## config.mk

```make
export PLATFORM = sky130hd
export DESIGN_NAME = irq_wake_ctrl
export DESIGN_NICKNAME = d
export VERILOG_FILES = /design/src/rtl/irqw_pkg.sv /design/src/rtl/irqw_regs.sv /design/src/rtl/irqw_deliver.sv /design/src/rtl/irqw_wake.sv /design/src/rtl/irq_wake_ctrl.sv
export SDC_FILE = /design/constraint.sdc
export NUM_CORES = 1
export LEC_CHECK = 0
export ABC_AREA = 1
export BUFFER_PORTS_ARGS = -buffer_cell sky130_fd_sc_hd__buf_4
export CAP_MARGIN = 20
export CORE_ASPECT_RATIO = 0.9
export CORE_UTILIZATION = 46
export CTS_BUF_LIST = sky130_fd_sc_hd__clkbuf_16
export CTS_CLUSTER_DIAMETER = 60
export DETAILED_ROUTE_END_ITERATION = 10
export PLACE_DENSITY = 0.75
export SKIP_CTS_REPAIR_TIMING = 1
export SYNTH_ARGS = -nofsm -noshare
export SYNTH_HDL_FRONTEND = slang
export SYNTH_SLANG_ARGS = --single-unit
export TNS_END_PERCENT = 1
```

## constraint.sdc

```tcl
create_clock -name clk -period 1.6 [get_ports clk]
set_clock_uncertainty 0.1 [all_clocks]
set_input_delay 0.08 -clock clk [delete_from_list [all_inputs] [get_ports clk]]
set_output_delay 0.08 -clock clk [all_outputs]
set_load 0.01 [all_outputs]
```

## src/rtl/irqw_pkg.sv

```systemverilog
package irqw_pkg;

    typedef enum logic [1:0] {
        REG_MASTER = 2'd0,
        REG_ENABLE = 2'd1,
        REG_ACK    = 2'd2,
        REG_NONE   = 2'd3
    } reg_sel_e;

    typedef enum logic [1:0] {
        DLV_IDLE   = 2'd0,
        DLV_HELD   = 2'd1,
        DLV_SIGNAL = 2'd2
    } dlv_state_e;

    typedef enum logic {
        PWR_RUN  = 1'b0,
        PWR_HALT = 1'b1
    } pwr_state_e;

endpackage

```

## src/rtl/irqw_regs.sv

```systemverilog
module irqw_regs
    import irqw_pkg::*;
#(
    parameter int NUM_SRC  = 32,
    parameter int MASTER_W = 16
) (
    input  logic                clk,
    input  logic                rst_n,
    input  logic [NUM_SRC-1:0]  src_i,
    input  logic                wr_en_i,
    input  logic [1:0]          wr_sel_i,
    input  logic [NUM_SRC-1:0]  wr_data_i,
    output logic [NUM_SRC-1:0]  pend_q,
    output logic [NUM_SRC-1:0]  en_q,
    output logic [MASTER_W-1:0] master_q,
    output logic [NUM_SRC-1:0]  live_nx_o,
    output logic                master_on_nx_o,
    output logic                eval_o,
    output logic                hit_o
);

    reg_sel_e             sel;
    logic                 wr_master;
    logic                 wr_enable;
    logic                 wr_ack;
    logic [NUM_SRC-1:0]   pend_nx;
    logic [NUM_SRC-1:0]   en_nx;
    logic [MASTER_W-1:0]  master_nx;

    always_comb begin
        sel       = reg_sel_e'(wr_sel_i);
        wr_master = 1'b0;
        wr_enable = 1'b0;
        wr_ack    = 1'b0;
        if (wr_en_i) begin
            unique case (sel)
                REG_MASTER: wr_master = 1'b1;
                REG_ENABLE: wr_enable = 1'b1;
                REG_ACK:    wr_ack    = 1'b1;
                REG_NONE:   ;
            endcase
        end
    end

    // one pending cell per source: raise wins over acknowledge
    for (genvar i = 0; i < NUM_SRC; i++) begin : g_pend
        assign pend_nx[i] = src_i[i] | (pend_q[i] & ~(wr_ack & wr_data_i[i]));
    end

    assign en_nx     = wr_enable ? wr_data_i : en_q;
    assign master_nx = wr_master ? wr_data_i[MASTER_W-1:0] : master_q;

    assign live_nx_o      = en_nx & pend_nx;
    assign master_on_nx_o = |master_nx;
    assign hit_o          = |(src_i & en_nx);
    assign eval_o         = wr_enable | wr_master | hit_o;

    always_ff @(posedge clk or negedge rst_n) begin
        if (!rst_n) begin
            pend_q   <= '0;
            en_q     <= '0;
            master_q <= '0;
        end else begin
            pend_q   <= pend_nx;
            en_q     <= en_nx;
            master_q <= master_nx;
        end
    end


    raise_latch_chk: assert property (@(posedge clk) disable iff (!rst_n)
        (|src_i) |=> ((pend_q & $past(src_i)) == $past(src_i)));


    pend_keep_chk: assert property (@(posedge clk) disable iff (!rst_n)
        !(wr_en_i && wr_sel_i == 2'd2) |=> (($past(pend_q) & ~pend_q) == '0));


    none_sel_chk: assert property (@(posedge clk) disable iff (!rst_n)
        (wr_en_i && wr_sel_i == 2'd3) |=> ($stable(en_q) && $stable(master_q)));

endmodule

```

## src/rtl/irqw_deliver.sv

```systemverilog
module irqw_deliver
    import irqw_pkg::*;
#(
    parameter int NUM_SRC = 32
) (
    input  logic               clk,
    input  logic               rst_n,
    input  logic               eval_i,
    input  logic               master_on_i,
    input  logic [NUM_SRC-1:0] live_i,
    input  logic               cpu_int_dis_i,
    output logic               irq_o,
    output logic [NUM_SRC-1:0] cause_o
);

    dlv_state_e         state_q, state_d;
    logic [NUM_SRC-1:0] defer_q, defer_d;
    logic [NUM_SRC-1:0] cause_d;
    logic               fire;
    logic               take;

    assign fire = eval_i & master_on_i & (|live_i);
    assign take = (state_q == DLV_HELD) & ~cpu_int_dis_i;

    // next state
    always_comb begin
        state_d = state_q;
        unique case (state_q)
            DLV_IDLE:   if (fire) state_d = DLV_HELD;
            DLV_HELD:   if (!cpu_int_dis_i) state_d = DLV_SIGNAL;
            DLV_SIGNAL: state_d = (fire || (|defer_q)) ? DLV_HELD : DLV_IDLE;
            default:    state_d = DLV_IDLE;
        endcase
    end

    always_comb begin
        defer_d = defer_q;
        cause_d = cause_o;
        if (take) begin
            cause_d = defer_q;
            defer_d = '0;
        end
        if (fire) begin
            defer_d = live_i;
        end
    end

    // state register
    always_ff @(posedge clk or negedge rst_n) begin
        if (!rst_n) begin
            state_q <= DLV_IDLE;
            defer_q <= '0;
        end else begin
            state_q <= state_d;
            defer_q <= defer_d;
        end
    end

    // outputs
    always_ff @(posedge clk or negedge rst_n) begin
        if (!rst_n) begin
            irq_o   <= 1'b0;
            cause_o <= '0;
        end else begin
            irq_o   <= (state_d == DLV_SIGNAL);
            cause_o <= cause_d;
        end
    end


    irq_defer_chk: assert property (@(posedge clk) disable iff (!rst_n)
        cpu_int_dis_i |=> !irq_o);


    irq_pulse_chk: assert property (@(posedge clk) disable iff (!rst_n)
        irq_o |=> !irq_o);


    no_master_chk: assert property (@(posedge clk) disable iff (!rst_n)
        (state_q == DLV_IDLE && !master_on_i) |=> (state_q == DLV_IDLE));

endmodule

```

## src/rtl/irqw_wake.sv

```systemverilog
module irqw_wake
    import irqw_pkg::*;
(
    input  logic clk,
    input  logic rst_n,
    input  logic hit_i,
    input  logic halt_req_i,
    output logic wake_o,
    output logic halted_o
);

    pwr_state_e state_q, state_d;

    always_comb begin
        state_d = state_q;
        unique case (state_q)
            PWR_RUN:  if (halt_req_i && !hit_i) state_d = PWR_HALT;
            PWR_HALT: if (hit_i) state_d = PWR_RUN;
        endcase
    end

    // state register
    always_ff @(posedge clk or negedge rst_n) begin
        if (!rst_n) state_q <= PWR_RUN;
        else        state_q <= state_d;
    end

    // outputs
    always_ff @(posedge clk or negedge rst_n) begin
        if (!rst_n) begin
            wake_o <= 1'b0;
        end else begin
            wake_o <= hit_i;
        end
    end

    assign halted_o = (state_q == PWR_HALT);


    wake_clear_chk: assert property (@(posedge clk) disable iff (!rst_n)
        wake_o |-> !halted_o);


    halt_enter_chk: assert property (@(posedge clk) disable iff (!rst_n)
        (halt_req_i && !hit_i) |=> halted_o);

endmodule

```

## src/rtl/irq_wake_ctrl.sv

```systemverilog
module irq_wake_ctrl
    import irqw_pkg::*;
#(
    parameter int NUM_SRC  = 32,
    parameter int MASTER_W = 16
) (
    input  logic                clk,
    input  logic                rst_n,
    input  logic [NUM_SRC-1:0]  src_raise_i,
    input  logic                wr_en_i,
    input  logic [1:0]          wr_sel_i,
    input  logic [NUM_SRC-1:0]  wr_data_i,
    input  logic                cpu_int_dis_i,
    input  logic                halt_req_i,
    output logic                irq_o,
    output logic [NUM_SRC-1:0]  irq_cause_o,
    output logic                wake_o,
    output logic                halted_o,
    output logic [NUM_SRC-1:0]  pending_o,
    output logic [NUM_SRC-1:0]  enable_o,
    output logic [MASTER_W-1:0] master_o
);

    logic [NUM_SRC-1:0] live_nx;
    logic               master_on_nx;
    logic               eval;
    logic               hit;

    irqw_regs #(
        .NUM_SRC  (NUM_SRC),
        .MASTER_W (MASTER_W)
    ) u_regs (
        .clk            (clk),
        .rst_n          (rst_n),
        .src_i          (src_raise_i),
        .wr_en_i        (wr_en_i),
        .wr_sel_i       (wr_sel_i),
        .wr_data_i      (wr_data_i),
        .pend_q         (pending_o),
        .en_q           (enable_o),
        .master_q       (master_o),
        .live_nx_o      (live_nx),
        .master_on_nx_o (master_on_nx),
        .eval_o         (eval),
        .hit_o          (hit)
    );

    irqw_deliver #(
        .NUM_SRC (NUM_SRC)
    ) u_deliver (
        .clk           (clk),
        .rst_n         (rst_n),
        .eval_i        (eval),
        .master_on_i   (master_on_nx),
        .live_i        (live_nx),
        .cpu_int_dis_i (cpu_int_dis_i),
        .irq_o         (irq_o),
        .cause_o       (irq_cause_o)
    );

    irqw_wake u_wake (
        .clk        (clk),
        .rst_n      (rst_n),
        .hit_i      (hit),
        .halt_req_i (halt_req_i),
        .wake_o     (wake_o),
        .halted_o   (halted_o)
    );


    cause_nonzero_chk: assert property (@(posedge clk) disable iff (!rst_n)
        irq_o |-> (irq_cause_o != '0));

endmodule

```

==> metrics.md <==
| Metric | Value |
|---|---|
| Reg power frac | `0.369` |
| Root buf cell | `clkbuf_16` |
| Largest net degree at the start of global routing | `42` |
| Synthesized area per cell | `around 8 µm²` |
| Area Overhead vs Synth | `68.2%` |
| Fin worst setup slack | `-0.581 ns` |
| Largest family of logic cells by synthesized area | `simple AND/OR/NAND/NOR gates` |
| Proportion of synthesized area in mux cells | `0` |
| Die Y | `between 100 and 150 µm` |
| Fin crit share | `1.36` |
| Mapped Nets | `887` |
| Initial core utilization | `0.471` |
| Adder-Cell Fraction of Synth Area | `0` |
| Area of the die | `roughly 15000 µm²` |
| Clock sink count | `149` |
| F_max | `459 MHz` |
| Critical Setup Path Class | `flop to flop` |
| Leakage Power | `5.71 nW` |
| Max-Cap Viols | `0` |
| Register bit count reported by yosys | `approximately 150` |
| Final setup viols | `34` |
| Pin slew with the least headroom to its limit | `approximately 0.43 ns` |
| Synth Area in Compound Gates | `0.0536` |
| Outcome | `finished with violations` |
| TritonCTS clock tree | `built` |
| Max_slew headroom | `0.714` |
| CP Capture Type | `flop` |
| Pwr Density | `approximately 1200 nW/µm²` |
| Final nets | `1304` |
| CTS HTree Levels | `4` |
| Final WL | `around 26000 µm` |
| Vias in the first global route | `6463` |
| Final Util | `0.793` |
| Fin cells | `~1400` |
| Routed via count | `around 7600` |
| Layout cell share with drive strength beyond 1 | `0.378` |
| Starting DRC count in detailed routing | `855` |
| Int Pwr | `approximately 9.4 mW` |
| Final Hold Fails | `4` |
| Logic pwr share | `0.329` |
| Die Wd | `between 100 and 150 µm` |
| Vias per inst | `between 5 and 6` |
| VDD IR max | `between 800 and 900 µV` |
| Clock transition at path regs | `roughly 0.060 ns` |
| Mapped cell area | `6630 µm²` |
| Post-Synth XOR/XNOR Area | `0` |
| Hold_ws | `-0.0406 ns` |
| Initial antenna violation count | `0` |
| Final Max Slew Viols | `0` |
| Post-Synth Simple-Gate Area | `0.299` |
| Distinct cells, synth | `20` |
| Sw power | `~4.3 mW` |
| Worst-path maximum fanout | `12` |
| Final min period | `2.18 ns` |
| Final Cell Area | `approximately 11000 µm²` |
| Worst EP arrival | `around 2.4 ns` |
| Synth warn | `0` |
| Placed cell area | `9470 µm²` |
| Number of port buffers | `between 150 and 200` |
| Global-route usage over all layers | `0.293` |
| Routed Antenna Nets | `0` |
| Antenna Cells | `0` |
| Hold Path Class | `input pin to flop` |
| Critical Path RT | `1.85 ns` |
| Dpl cells | `approximately 1300` |
| Register area share after synthesis | `0.563` |
| Syn Inst Count | `slightly above 800` |
| Violated checks | `hold timing, setup timing` |
| Register area | `about 3700 µm²` |
| First-pass GRT wire length | `32500 µm` |
| Commonest cells after routing, fill and taps aside | `buf_4, nand2_1, dfrtp_1` |
| Post-route setup TNS | `-17.36 ns` |
| Flop2flop setup slack | `-0.58 ns` |
| Num CTS Buffers | `17` |
| Most common cell after layout, fill and taps aside | `buf_4` |
| Post-Place Worst Slack | `-0.607 ns` |
| DR pass1 iterations | `7` |
| Drt drc | `0` |
| Final GP Congestion | `~0.85` |
| RSZ-0062 raised after global routing | `yes` |
| Row count | `41` |
| Design Power | `about 14 mW` |
| Switching part of the total | `0.315` |
| Ports | `roughly 190` |
| Area of the multi-input gates | `between 2000 and 3000 µm²` |
| Crit path launch type | `flop` |
| Clock Tree Buf Depth | `2` |
| Routed length per instance | `about 18 µm` |
| Number of fill cells | `846` |
| Clock power frac | `0.301` |
| Dpl hpwl | `approximately 16000 µm` |
| Core area | `~14000 µm²` |
| Clk_lat worst skew | `0.44 ns` |
| Overflow after GRT | `0` |
routing by layer:
layer	vias to the layer above	global-route usage	wire, µm	part of all wire
met5	-	0	0	0
met4	0	0.146	1390	0.054
met3	124	0.0614	2340	0.091
met2	549	0.450	12000	0.47
met1	3575	0.396	9900	0.39
li1	3390	-	-	-
kinds of logic after synthesis:
logic type / after synthesis
compound gates: 70
buf+inv: 132
flops: 149
simple gates: 465
registers in the layout, summed over array words and instances, names as in the netlist:
| name | flops |
|---|---|
| u_deliver.cause_o | 32 |
| u_deliver.defer_q | 32 |
| u_deliver.irq_o | 1 |
| u_deliver.state_q | 2 |
| u_regs.en_q | 32 |
| u_regs.master_q | 16 |
| u_regs.pend_q | 32 |
| u_wake.halted_o | 1 |
| u_wake.wake_o | 1 |
synth_stat cells, drive strengths merged:
library cell,instances,area share
nor4,7,0.0066
nand2,307,0.17
buf,20,0.021
clkbuf,12,0.0068
nor2,35,0.020
nor3,3,0.0023
dfrtp,149,0.56
and2,26,0.025
a21oi,1,0.00075
o21ai,67,0.051
nand3,68,0.054
o21a,2,0.0023
nand4,19,0.018
inv,100,0.057
power by group through the flow:
stage	combinational, mW	clock, mW	sequential [mW]
final	4.53	4.14	5.08
after global routing	4.88	4.33	5.16
after CTS	3.92	4.12	5.06
after detailed placement	3.88	0	5.11
after global placement	3.80	0	5.10
after floorplan	1.35	0	5.33
critical path, stage by stage (launching register included):
cell and delay, ns:
dfrtp_1 0.38, inv_1 0.08, nand2_1 0.09, nand3_1 0.12, nand2_1 0.07, nor2_1 0.18
nand2_1 0.13, nor2_2 0.17, nand3_1 0.15, nand3_4 0.22, buf_12 0.17, nand3_1 0.10
o21ai_1 0.12
cell type report:
type | count | area share
timing repair buffer | 430 | 0.322
clock inverter | 14 | 0.0153
multi-input combinational | 535 | 0.234
sequential | 149 | 0.335
tap | 193 | 0.0217
clock buffer | 17 | 0.0382
inverter | 100 | 0.0343
path summary, 6_finish.rpt:
kind                                  startpoint                    end  depth (start not counted)
max                              u_regs.en_q[14]  u_deliver.defer_q[25]                         12
min                                wr_data_i[10]    u_regs.master_q[10]                          3
max reg2reg                      u_regs.en_q[14]  u_deliver.defer_q[25]                         12
min reg2reg                u_deliver.cause_o[16]  u_deliver.cause_o[16]                          2
max in group asynchronous                  rst_n   u_deliver.defer_q[6]                          3
min in group asynchronous                  rst_n  u_deliver.cause_o[10]                          2
Power figures use the tool's default switching activity.
